File: src/rtl/gdb_pkg.sv
package gdb_pkg;

    // Per-phase sequencer state
    typedef enum logic [1:0] {
        PH_STEADY = 2'd0,   // one side asserted, following the settled level
        PH_WAIT   = 2'd1,   // both sides off, waiting for the start event
        PH_COUNT  = 2'd2    // both sides off, guard counter running
    } ph_state_e;

    // Start-event choice carried in the configuration word
    typedef enum logic {
        START_PULSE_FALL = 1'b0,
        START_CMD_EDGE   = 1'b1
    } start_sel_e;

endpackage

File: src/rtl/gdb_ctrl.sv
module gdb_ctrl #(
    parameter int DT_W = 8,
    localparam int CFG_W = DT_W + 4
) (
    input  logic             clk,
    input  logic             rst_n,
    input  logic             wp_wr,
    input  logic             wp_val,
    input  logic             cfg_wr,
    input  logic [CFG_W-1:0] cfg_wdata,
    input  logic             carrier_uf,
    input  logic             carrier_tri,
    input  logic             ext_timers,
    output logic [DT_W-1:0]  dt_len,
    output logic             half_rate,
    output logic             act_high,
    output logic             bypass,
    output logic             start_cmd,
    output logic             unlock,
    output logic [CFG_W-1:0] cfg_word,
    output logic             par_raw,
    output logic             parity_odd
);

    typedef struct packed {
        logic            start;
        logic            bypass;
        logic            act_high;
        logic            half_rate;
        logic [DT_W-1:0] len;
    } cfg_t;

    typedef struct packed {
        logic unlock;
        cfg_t cfg;
        logic par;
    } ctrl_t;

    ctrl_t st_d, st_q;

    always_comb begin
        st_d = st_q;
        if (wp_wr) begin
            st_d.unlock = wp_val;
        end
        if (cfg_wr && st_q.unlock) begin
            st_d.cfg = cfg_t'(cfg_wdata);
        end
        if (carrier_uf) begin
            st_d.par = ~st_q.par;
        end
    end

    always_ff @(posedge clk or negedge rst_n) begin
        if (!rst_n) begin
            st_q <= '0;
        end else begin
            st_q <= st_d;
        end
    end

    assign dt_len     = st_q.cfg.len;
    assign half_rate  = st_q.cfg.half_rate;
    assign act_high   = st_q.cfg.act_high;
    assign bypass     = st_q.cfg.bypass;
    assign start_cmd  = (st_q.cfg.start == gdb_pkg::START_CMD_EDGE);
    assign unlock     = st_q.unlock;
    assign cfg_word   = st_q.cfg;
    assign par_raw    = st_q.par;
    assign parity_odd = st_q.par & carrier_tri & ext_timers;

endmodule

File: src/rtl/gdb_phase.sv
module gdb_phase
    import gdb_pkg::*;
#(
    parameter int DT_W = 8
) (
    input  logic            clk,
    input  logic            rst_n,
    input  logic            en,
    input  logic            cmd,
    input  logic            pulse,
    input  logic [DT_W-1:0] dt_len,
    input  logic            half_rate,
    input  logic            bypass,
    input  logic            start_cmd,
    output logic            hi_on,
    output logic            lo_on
);

    typedef struct packed {
        ph_state_e       st;
        logic            lvl;      // settled level driving the gates
        logic            tgt;      // last sampled command
        logic [DT_W-1:0] cnt;
        logic            half_ph;  // divider phase for half-rate counting
        logic            pulse_q;  // previous timer pulse level
    } ph_t;

    ph_t  ph_d, ph_q;
    logic no_guard;
    logic changed;
    logic pulse_fall;
    logic tick;

    always_comb begin
        no_guard   = bypass || (dt_len == '0);
        changed    = (cmd != ph_q.tgt);
        pulse_fall = ph_q.pulse_q && !pulse;
        tick       = !half_rate || ph_q.half_ph;

        ph_d         = ph_q;
        ph_d.pulse_q = pulse;

        if (!en || no_guard) begin
            ph_d.st      = PH_STEADY;
            ph_d.lvl     = cmd;
            ph_d.tgt     = cmd;
            ph_d.cnt     = '0;
            ph_d.half_ph = 1'b0;
        end else if (changed) begin
            ph_d.tgt     = cmd;
            ph_d.cnt     = dt_len;
            ph_d.half_ph = 1'b0;
            ph_d.st      = start_cmd ? PH_COUNT : PH_WAIT;
        end else begin
            unique case (ph_q.st)
                PH_WAIT: begin
                    if (pulse_fall) begin
                        ph_d.st      = PH_COUNT;
                        ph_d.half_ph = 1'b0;
                    end
                end
                PH_COUNT: begin
                    ph_d.half_ph = ~ph_q.half_ph;
                    if (tick) begin
                        if (ph_q.cnt <= DT_W'(1)) begin
                            ph_d.st  = PH_STEADY;
                            ph_d.lvl = ph_q.tgt;
                            ph_d.cnt = '0;
                        end else begin
                            ph_d.cnt = ph_q.cnt - DT_W'(1);
                        end
                    end
                end
                default: ;
            endcase
        end
    end

    always_ff @(posedge clk or negedge rst_n) begin
        if (!rst_n) begin
            ph_q <= '{st: PH_STEADY, lvl: 1'b0, tgt: 1'b0, cnt: '0,
                      half_ph: 1'b0, pulse_q: 1'b0};
        end else begin
            ph_q <= ph_d;
        end
    end

    assign hi_on = (ph_q.st == PH_STEADY) &&  ph_q.lvl;
    assign lo_on = (ph_q.st == PH_STEADY) && !ph_q.lvl;

endmodule

File: src/rtl/gate_deadband_stage.sv
module gate_deadband_stage #(
    parameter int PHASES = 3,
    parameter int DT_W   = 8,
    localparam int CFG_W = DT_W + 4
) (
    input  logic              clk,
    input  logic              rst_n,
    input  logic              wp_wr,
    input  logic              wp_val,
    input  logic              cfg_wr,
    input  logic [CFG_W-1:0]  cfg_wdata,
    input  logic              out_en,
    input  logic [PHASES-1:0] phase_cmd,
    input  logic [PHASES-1:0] oneshot,
    input  logic              carrier_uf,
    input  logic              carrier_tri,
    input  logic              ext_timers,
    output logic [PHASES-1:0] gate_hi,
    output logic [PHASES-1:0] gate_lo,
    output logic              parity_odd
);

    logic [DT_W-1:0]   cfg_len;
    logic              cfg_half;
    logic              cfg_act_high;
    logic              cfg_bypass;
    logic              cfg_start_cmd;
    logic              cfg_unlock;
    logic [CFG_W-1:0]  cfg_word;
    logic              par_raw;
    logic [PHASES-1:0] hi_on;
    logic [PHASES-1:0] lo_on;

    gdb_ctrl #(.DT_W(DT_W)) u_ctrl (
        .clk        (clk),
        .rst_n      (rst_n),
        .wp_wr      (wp_wr),
        .wp_val     (wp_val),
        .cfg_wr     (cfg_wr),
        .cfg_wdata  (cfg_wdata),
        .carrier_uf (carrier_uf),
        .carrier_tri(carrier_tri),
        .ext_timers (ext_timers),
        .dt_len     (cfg_len),
        .half_rate  (cfg_half),
        .act_high   (cfg_act_high),
        .bypass     (cfg_bypass),
        .start_cmd  (cfg_start_cmd),
        .unlock     (cfg_unlock),
        .cfg_word   (cfg_word),
        .par_raw    (par_raw),
        .parity_odd (parity_odd)
    );

    for (genvar p = 0; p < PHASES; p++) begin : g_phase
        gdb_phase #(.DT_W(DT_W)) u_phase (
            .clk      (clk),
            .rst_n    (rst_n),
            .en       (out_en),
            .cmd      (phase_cmd[p]),
            .pulse    (oneshot[p]),
            .dt_len   (cfg_len),
            .half_rate(cfg_half),
            .bypass   (cfg_bypass),
            .start_cmd(cfg_start_cmd),
            .hi_on    (hi_on[p]),
            .lo_on    (lo_on[p])
        );

        // Polarity stage: an asserted gate reads act_high
        always_comb begin
            gate_hi[p] = (out_en && hi_on[p]) ? cfg_act_high : ~cfg_act_high;
            gate_lo[p] = (out_en && lo_on[p]) ? cfg_act_high : ~cfg_act_high;
        end
    end

endmodule

File: config.mk
export PLATFORM = sky130hd
export DESIGN_NAME = gate_deadband_stage
export DESIGN_NICKNAME = d
export VERILOG_FILES = /design/src/rtl/gdb_pkg.sv /design/src/rtl/gdb_ctrl.sv /design/src/rtl/gdb_phase.sv /design/src/rtl/gate_deadband_stage.sv
export SDC_FILE = /design/constraint.sdc
export NUM_CORES = 1
export LEC_CHECK = 0
export ABC_CLOCK_PERIOD_IN_PS = 3880
export CAP_MARGIN = 0
export CORE_MARGIN = 5
export CORE_UTILIZATION = 60
export DETAILED_ROUTE_END_ITERATION = 10
export GPL_TIMING_DRIVEN = 0
export MAX_ROUTING_LAYER = met4
export PLACE_DENSITY = 0.84
export SLEW_MARGIN = 20
export SYNTH_ARGS = -nofsm -noshare
export SYNTH_HDL_FRONTEND = slang
export SYNTH_SLANG_ARGS = --single-unit
File: constraint.sdc
create_clock -name clk -period 3.88 [get_ports clk]
set_input_delay 0.97 -clock clk [delete_from_list [all_inputs] [get_ports clk]]
set_output_delay 0.97 -clock clk [all_outputs]
set_load 0.005 [all_outputs]
== Yosys cells after proc, flatten, opt, wreduce, memory -nomap -nowiden ==
Cells that the tools add are included.

* Register bits: 56

* $lt $le $gt $ge: 3
* Reductions and logical operators: 66
* Add/subtract/negate cells: 3
* Muxes and demuxes: 52
* Bitwise operators: 7
* Equality and inequality tests: 21

{| class="wikitable"
|+ Operators by type and width
! operator !! number
|-
| 8-bit 2-to-1 mux || 9
|-
| 13-bit 2-to-1 mux || 3
|-
| 9-bit 2-to-1 mux || 3
|-
| 8-bit by 1-bit <= comparator with 1-bit output (second input constant) || 3
|-
| 4-bit by 2-bit inequality test with 1-bit output (second input constant) || 6
|-
| 4-bit AND reduction || 6
|-
| 2-bit nonzero test || 12
|-
| 8-bit by 1-bit subtractor with 8-bit output (second input constant) || 3
|-
| 1-bit 2-to-1 mux || 18
|-
| 3-bit 2-to-1 mux || 6
|-
| 3-bit nonzero test || 6
|-
| 1-bit logical AND || 16
|-
| 2-bit 2-to-1 mux || 7
|-
| 4-bit by 1-bit inequality test with 1-bit output (second input constant) || 3
|-
| 2-bit one-hot mux with 2 select lines || 3
|-
| 2-bit AND reduction || 6
|-
| 4-bit nonzero test || 3
|-
| 1-bit zero test || 8
|-
| 8-bit zero test || 1
|-
| 2-bit by 1-bit == test with 1-bit output (second input constant) || 3
|-
| 2-bit == test (second input constant) || 3
|-
| 2-bit zero test || 3
|-
| 2-bit inequality test (second input constant) || 3
|-
| 1-bit one-hot mux with 2 select lines || 3
|-
| 4 further kinds || 15
|}

== Depth between registers and ports, before layout ==
Gate-level depths: netlist (run 1).

* Depth after elaboration: 6
* Gate-level depth with buffers: 8
* Depth with buffers taken out: 7

== Hierarchy ==
From an unflattened synthesis (run 1), not the netlist that was laid out.

* Cells, all modules: 389
* Area total of the unflattened synthesis: 3,828.7 um2

{| class="wikitable"
|+ By module, submodules not included
! module !! seq. area each (um2) !! instances !! cells each !! area each (um2)
|-
| gdb_phase at g_phase[0].u_phase ... || 350.3 || 2 || 111 || 1,013.5
|-
| gdb_phase at g_phase[2].u_phase || 350.3 || 1 || 111 || 1,058.5
|-
| gdb_ctrl || 350.3 || 1 || 43 || 656.9
|-
| gate_deadband_stage || 0.0 || 1 || 13 || 86.3
|}

== Worst setup path after synthesis (run 1) ==
OpenSTA, ideal clock, no wires.

* Kind: input to output
* From: input port out_en
* To: output port gate_lo[2]
* Data arrival time: 1,402 ps
* Data required time: 2,910 ps
* Setup slack: 1,508 ps
* Cell stages on the path: 2
* Cells stage by stage: nor4b_1 > xnor2_1

* Longest elaborated chain between the ends: 2

{| class="wikitable"
|+ Ends and longest elaborated chain
! element !! line !! RTL
|-
| start, declared || gate_deadband_stage.sv:12 || <nowiki>input logic out_en,</nowiki>
|-
| 1-bit logical AND || gate_deadband_stage.sv:73 || <nowiki>gate_lo[p] = (out_en && lo_on[p]) ? cfg_act_high : ~cfg_act_high;</nowiki>
|-
| 1-bit 2-to-1 mux || gate_deadband_stage.sv:73 ||
|-
| end, declared || gate_deadband_stage.sv:19 || <nowiki>output logic [PHASES-1:0] gate_lo,</nowiki>
|}

Every way passes these cells.

== Worst setup path in the final report (run 1) ==
Same ends and word-level chain as after synthesis.

==> results of run 1 <==
-- per-stage QoR --
stage	hold WS, ns	area (µm²)	power (W)	utilization (%)
5_1_grt	0.4914	3716	0.001809	71.84
3_3_place_gp	0.4499	3641	0.001369	70.39
6_report	0.4816	3716	0.001691	71.84
3_5_place_dp	0.4639	3638	0.001386	70.34
2_1_floorplan	0.4342	3223	0.001172	-
4_1_cts	0.4817	3716	0.001694	71.84
-- cell usage after synthesis (4+ instances only) --
cell type / n / area [µm²]
xnor2_1: 4 / 35.03
mux2_2: 16 / 180.2
nor2b_1: 5 / 31.28
a31oi_1: 9 / 56.30
dfrtp_1: 56 / 1401
nand3_1: 16 / 80.08
nor3_1: 16 / 80.08
inv_1: 12 / 45.04
a21oi_1: 14 / 70.07
nor2_1: 34 / 127.6
xor2_1: 6 / 52.55
or3_1: 5 / 31.28
ha_1: 9 / 112.6
nor4_1: 7 / 43.79
a211oi_1: 8 / 60.06
o21ai_0: 11 / 55.05
clkbuf_1: 9 / 33.78
nand2_1: 21 / 78.83
nand2b_1: 9 / 56.30
-- registers in the layout (all words and copies together), names as in the netlist --
name	count
g_phase.u_phase.ph_q	42
u_ctrl.act_high	1
u_ctrl.bypass	1
u_ctrl.dt_len	8
u_ctrl.half_rate	1
u_ctrl.par_raw	1
u_ctrl.start_cmd	1
u_ctrl.unlock	1
-- layer usage --
layer,global-route usage (%),wire length (µm)
met5,-,0
met4,8.767,108
met3,4.356,370
met2,37.83,3703
met1,31.48,3526
-- cell type report --
type	count	area, µm²
fillers	398	1456
inverters	12	45.04
multi-input cells	252	1727
repair buffers	33	327.8
clock inverters	1	5.005
flip-flops and latches	56	1401
clock buffers	6	72.57
plain buffers	11	50.05
well taps	70	87.58
-- how the worst min path moves through the flow --
stage / startpoint / to / slack [ns] / cells past startpoint
3_5_place_dp: u_ctrl.par_raw / u_ctrl.par_raw / 0.46 / 1
5_1_grt: u_ctrl.par_raw / u_ctrl.par_raw / 0.49 / 1
3_3_place_gp: u_ctrl.par_raw / u_ctrl.par_raw / 0.45 / 1
4_1_cts: u_ctrl.par_raw / u_ctrl.par_raw / 0.48 / 1
6_report: u_ctrl.par_raw / u_ctrl.par_raw / 0.48 / 1
2_1_floorplan: u_ctrl.par_raw / u_ctrl.par_raw / 0.43 / 1
-- where the power goes --
part / switching, W / leakage (nW) / total (W) / internal [W]
combinational: 0.000328 / 0.751 / 0.000606 / 0.000279
clock: 0.000186 / 0.0410 / 0.000309 / 0.000124
sequential: 0.000105 / 0.715 / 0.000776 / 0.000671
total: 0.000618 / 1.51 / 0.00169 / 0.00107
-- cell families after synthesis --
group                      synth area share, %
muxes                                    6.522
AOI/OAI and AO/OA                        17.35
DFF                                      43.48
buffers and inverters                    2.950
adders and majority gates                3.494
xor gates and xnor gates                 3.727
and+or+nand+nor                          22.48
==> metrics.yaml, run 1 <==
cts:
  clk_latency_ns: 0.31
  hold_buffers: 0
  root_buffer: "clkbuf_8"
  cts_num_sinks: 56
  clk_path_buf_depth: 2
  htree_levels: 2
  clk_pin_slew_ns: 0.09
  cts_tree: "built"
  post_cts_buffers: 0
  numCtsBuffers: 5
  ctsResizeCount: 0
logic_synthesis:
  synth_edf_count: 0
  netlist-cell-type-count: 62
  ys.flop_type: "dfrtp_1"
  ys_ff_latch: 56
  yosysSeqAreaShare_pct: 43.48
  ys_warn_count: 0
  synthCells: 331
  synth_nets: 367
  async_flop_share_pct: 100.0
  synth.cell_area_um2: 3223
  synth_area_per_cell_um2: 9.737
global_route:
  antenna_found_initial: 0
  grt_max_degree: 57
  grt_pass1_vias: 2766
  grt_pass1_wl_um: 13290
  grt-ovfl-total: 0
  grt_util_all_layers_pct: 24.16
drt:
  wl_per_cell_um: 17.48
  first_pass_iters: 4
  drt_iter0_drc: 166
  num_vias: 2705
  routed_via_density: 6.134
  drc: 0
  wl_um: 7709
  ant_nets: 0
sta:
  setup_tns_ns: 0
  min_period_over_period_pct: 95.96
  max_freq_ghz: 0.2686
  fin_worst_skew_ns: 0.006777
  setup_ws_ns: 0.1568
  finalCriticalPeriod_ns: 3.723
  setup_viol: 0
  rsz0062_at_grt: "no"
  report.final.slew_viol_count: 0
  hold_viol: 0
  slew_headroom_pct: 45.28
  tightest_slew_ns: 0.8149
worst_setup_path:
  worst-path-max-fanout: 8
  cp-end-kind: "primary output"
  path_delay_family: "buffers and inverters"
  worstReg2RegStart: "u_ctrl.dt_len[2]"
  reg2reg_slack_ns: 1.70
  required_ns: 2.91
  arrival_ns: 2.75
  timing.rr.end: "g_phase[2].u_phase.ph_q[3]"
  crit_end: "gate_lo[2]"
  crit_cells: 4
  critical_path.startpoint: "out_en"
  worstSetupPathType: "in2out"
  worst-path-buf-inv: 2
  ff2ff_path_depth: 5
  start_kind: "primary input"
  cpMostUsedCell: "clkdlybuf4s50_1"
  max_stage_delay_ns: 0.73
  crit_chain: "clkdlybuf4s50_1 > nor4b_1 > xnor2_1 > clkdlybuf4s50_1"
  crit_slowest_cell: "clkdlybuf4s50_1"
power_and_ir_drop:
  worst_ir_drop_vdd_uv: 339.8
  p_per_area_nw_per_um2: 455.1
  cellLeakagePower_nw: 1.508
floorplan:
  ios: 34
  die_h_um: 83.29
  start_util_pct: 62.31
  die_w_um: 83.29
  core_area_um2: 5172
  die-area_um2: 6937
  rows: 26
final_layout:
  finalNonFillerCells: 441
  fin_nets: 407
  diodes: 0
  final_common_cell: "dfrtp_1"
  drive_above_1_share_pct: 10.24
  synthToLayoutAreaGrowth_pct: 15.29
  final_cell_mix: "dfrtp_1 (56), nor2_1 (34), clkdlybuf4s50_1 (32)"
placement:
  place_congestion: 0.9559
  placed_cells: 434
  place_hpwl_um: 5504
  port_buffers: 33
  dpl_worst_slack_ns: 0.1407
flow_run:
  max-cap-violations: 0
status:
  status: "complete, no violations"
min_path:
  hold_path.class: "reg2reg"
No activity file was read; power rests on OpenSTA's default activity.
==> run 2, diff against run 1 <==
Settings changed: GPL_TIMING_DRIVEN 0 to unset.
==> metrics.yaml, run 2 (synthesis results as in run 1) <==
power_and_ir_drop:
  cellLeakagePower_nw: 1.532  # +1.6%
  power.total_w: 0.001724  # +1.9%
  p_per_area_nw_per_um2: 462.0  # +1.5%
  worst_ir_drop_vdd_uv: 271.2  # -20%
final_layout:
  fillers: 381  # -4.3%
  synthToLayoutAreaGrowth_pct: 15.76
  seq_area_um2: 1401  # unchanged
  drive_above_1_share_pct: 12.23  # +2.0 points
  diodes: 0  # unchanged
  multi_input_area_um2: 1727  # unchanged
  final_cell_mix: "dfrtp_1 (56), nor2_1 (34), clkdlybuf4s50_1 (32)"
  regMostFlops: "g_phase.u_phase.ph_q"
  largest_register_ffs: 42  # unchanged
  final_common_cell: "dfrtp_1"
  fin_nets: 403  # -0.98%
sta:
  finalCriticalPeriod_ns: 3.598  # -0.1250 ns
  setup_tns_ns: 0  # unchanged
  report.final.slew_viol_count: 0  # unchanged
  max_freq_ghz: 0.2779  # +3.5%
  rsz0062_at_grt: "no"
  slew_headroom_pct: 46.91  # +1.6 points
  hold_viol: 0  # unchanged
  tightest_slew_ns: 0.7891  # -0.02579 ns
  hold_ws_ns: 0.4832  # +0.001615 ns
  min_period_over_period_pct: 92.74  # -3.2 points
  setup_viol: 0  # unchanged
  fin_worst_skew_ns: 0.007284  # +0.0005067 ns
floorplan:
  ios: 34  # unchanged
  start_util_pct: 62.31  # unchanged
  core_area_um2: 5172  # unchanged
  die-area_um2: 6937  # unchanged
  die_w_um: 83.29  # unchanged
  rows: 26  # unchanged
  die_h_um: 83.29  # unchanged
global_route:
  antenna_found_initial: 0  # unchanged
  grt_util_all_layers_pct: 24.72  # +0.57 points
  grt_pass1_wl_um: 13500  # +1.6%
  grt_pass1_vias: 2747  # -0.69%
  grt_max_degree: 33  # -42%
  grt-ovfl-total: 0  # unchanged
cts:
  htree_levels: 2  # unchanged
  cts_tree: "built"
  post_cts_buffers: 0  # unchanged
  clk_latency_ns: 0.31  # about the same
  hold_buffers: 0  # unchanged
  clk_pin_slew_ns: 0.10  # about the same
  root_buffer: "clkbuf_8"
  numCtsBuffers: 5  # unchanged
  cts_num_sinks: 56  # unchanged
  ctsResizeCount: 0  # unchanged
  clk_path_buf_depth: 2  # unchanged
drt:
  wl_um: 7917  # +2.7%
  wl_per_cell_um: 18.08  # +3.4%
  drc: 0  # unchanged
  first_pass_iters: 5  # +1
  ant_nets: 0  # unchanged
  num_vias: 2730  # +0.92%
  drt_iter0_drc: 165  # -0.60%
  routed_via_density: 6.233  # +1.6%
worst_setup_path:
  required_ns: 2.91  # about the same
  cp-end-kind: "primary output"
  arrival_ns: 2.63  # -0.12 ns
  crit_slowest_cell: "clkdlybuf4s50_1"
  worstSetupPathType: "in2out"
  cpMostUsedCell: "clkdlybuf4s50_1"
  crit_chain: "clkdlybuf4s50_1 > nor4b_1 > xnor2_1 > clkdlybuf4s50_1"
  worst-path-max-fanout: 6  # -2
  max_stage_delay_ns: 0.63  # -0.10 ns
  start_kind: "primary input"
placement:
  place_congestion: 0.9448  # -1.2%
  port_buffers: 33  # unchanged
  place_hpwl_um: 5755  # +4.6%
min_path:
  hold_path.class: "reg2reg"
status:
  status: "complete, no violations"
flow_run:
  max-cap-violations: 0  # unchanged
-- run 2: cell count changes in the layout (fill, tap and decap cells not counted) --
cell and change:
clkinv_2 +1, clkbuf_8 +1, buf_6 -1, buf_4 +6
clkbuf_1 -10
-- run 2: worst paths after layout --
kind | startpoint | to | slack, ns | depth (start not counted)
worst min register to register | u_ctrl.par_raw | u_ctrl.par_raw | 0.48 | 1
max in group asynchronous | rst_n | u_ctrl.dt_len[7] | 2.38 | 2
min in group asynchronous | rst_n | g_phase[0].u_phase.ph_q[6] | 0.70 | 1
worst min-delay path | u_ctrl.par_raw | u_ctrl.par_raw | 0.48 | 1
worst max register to register | u_ctrl.dt_len[6] | g_phase[2].u_phase.ph_q[3] | 1.32 | 6
worst max-delay path | out_en | gate_lo[1] | 0.28 | 4
-- run 2: layout make-up --
class / count / area share, %
Clock buffer: 6 / 2.213
Clock inverter: 2 / 0.2683
Inverter: 12 / 1.207
Multi-Input combinational cell: 252 / 46.28
Sequential cell: 56 / 37.56
Tap cell: 70 / 2.347
Timing Repair Buffer: 40 / 10.13
-- run 2: critical path: cells and delay by family --
kind                   cells  cell delay, ns
XOR/XNOR                   1            0.16
AND/OR/NAND/NOR            1            0.34
buffers and inverters      2            1.15
-- run 2: metrics by stage --
stage | cells | area, µm² | util (%) | worst slack [ns]
after floorplan | 331 | 3223 | - | 1.508
after global placement | 430 | 3638 | 70.34 | 0.2697
after detailed placement | 430 | 3638 | 70.34 | 0.2834
after CTS | 438 | 3731 | 72.13 | 0.2762
after global routing | 438 | 3731 | 72.13 | 0.1686
final | 438 | 3731 | 72.13 | 0.2818
-- run 2: per-layer routing --
layer | vias to the layer above | GRT usage [%] | part of all wire, %
li1 | 1297 | - | -
met1 | 1328 | 33.04 | 45
met2 | 91 | 38.92 | 47
met3 | 14 | 4.257 | 5.8
met4 | 0 | 6.984 | 1.6
met5 | - | - | 0
-- run 2: report_power, final --
| group | internal [W] | switching [W] |
|---|---|---|
| sequential | 0.000671 | 0.000117 |
| combinational | 0.000280 | 0.000323 |
| clock | 0.000143 | 0.000191 |
| total | 0.00109 | 0.000630 |
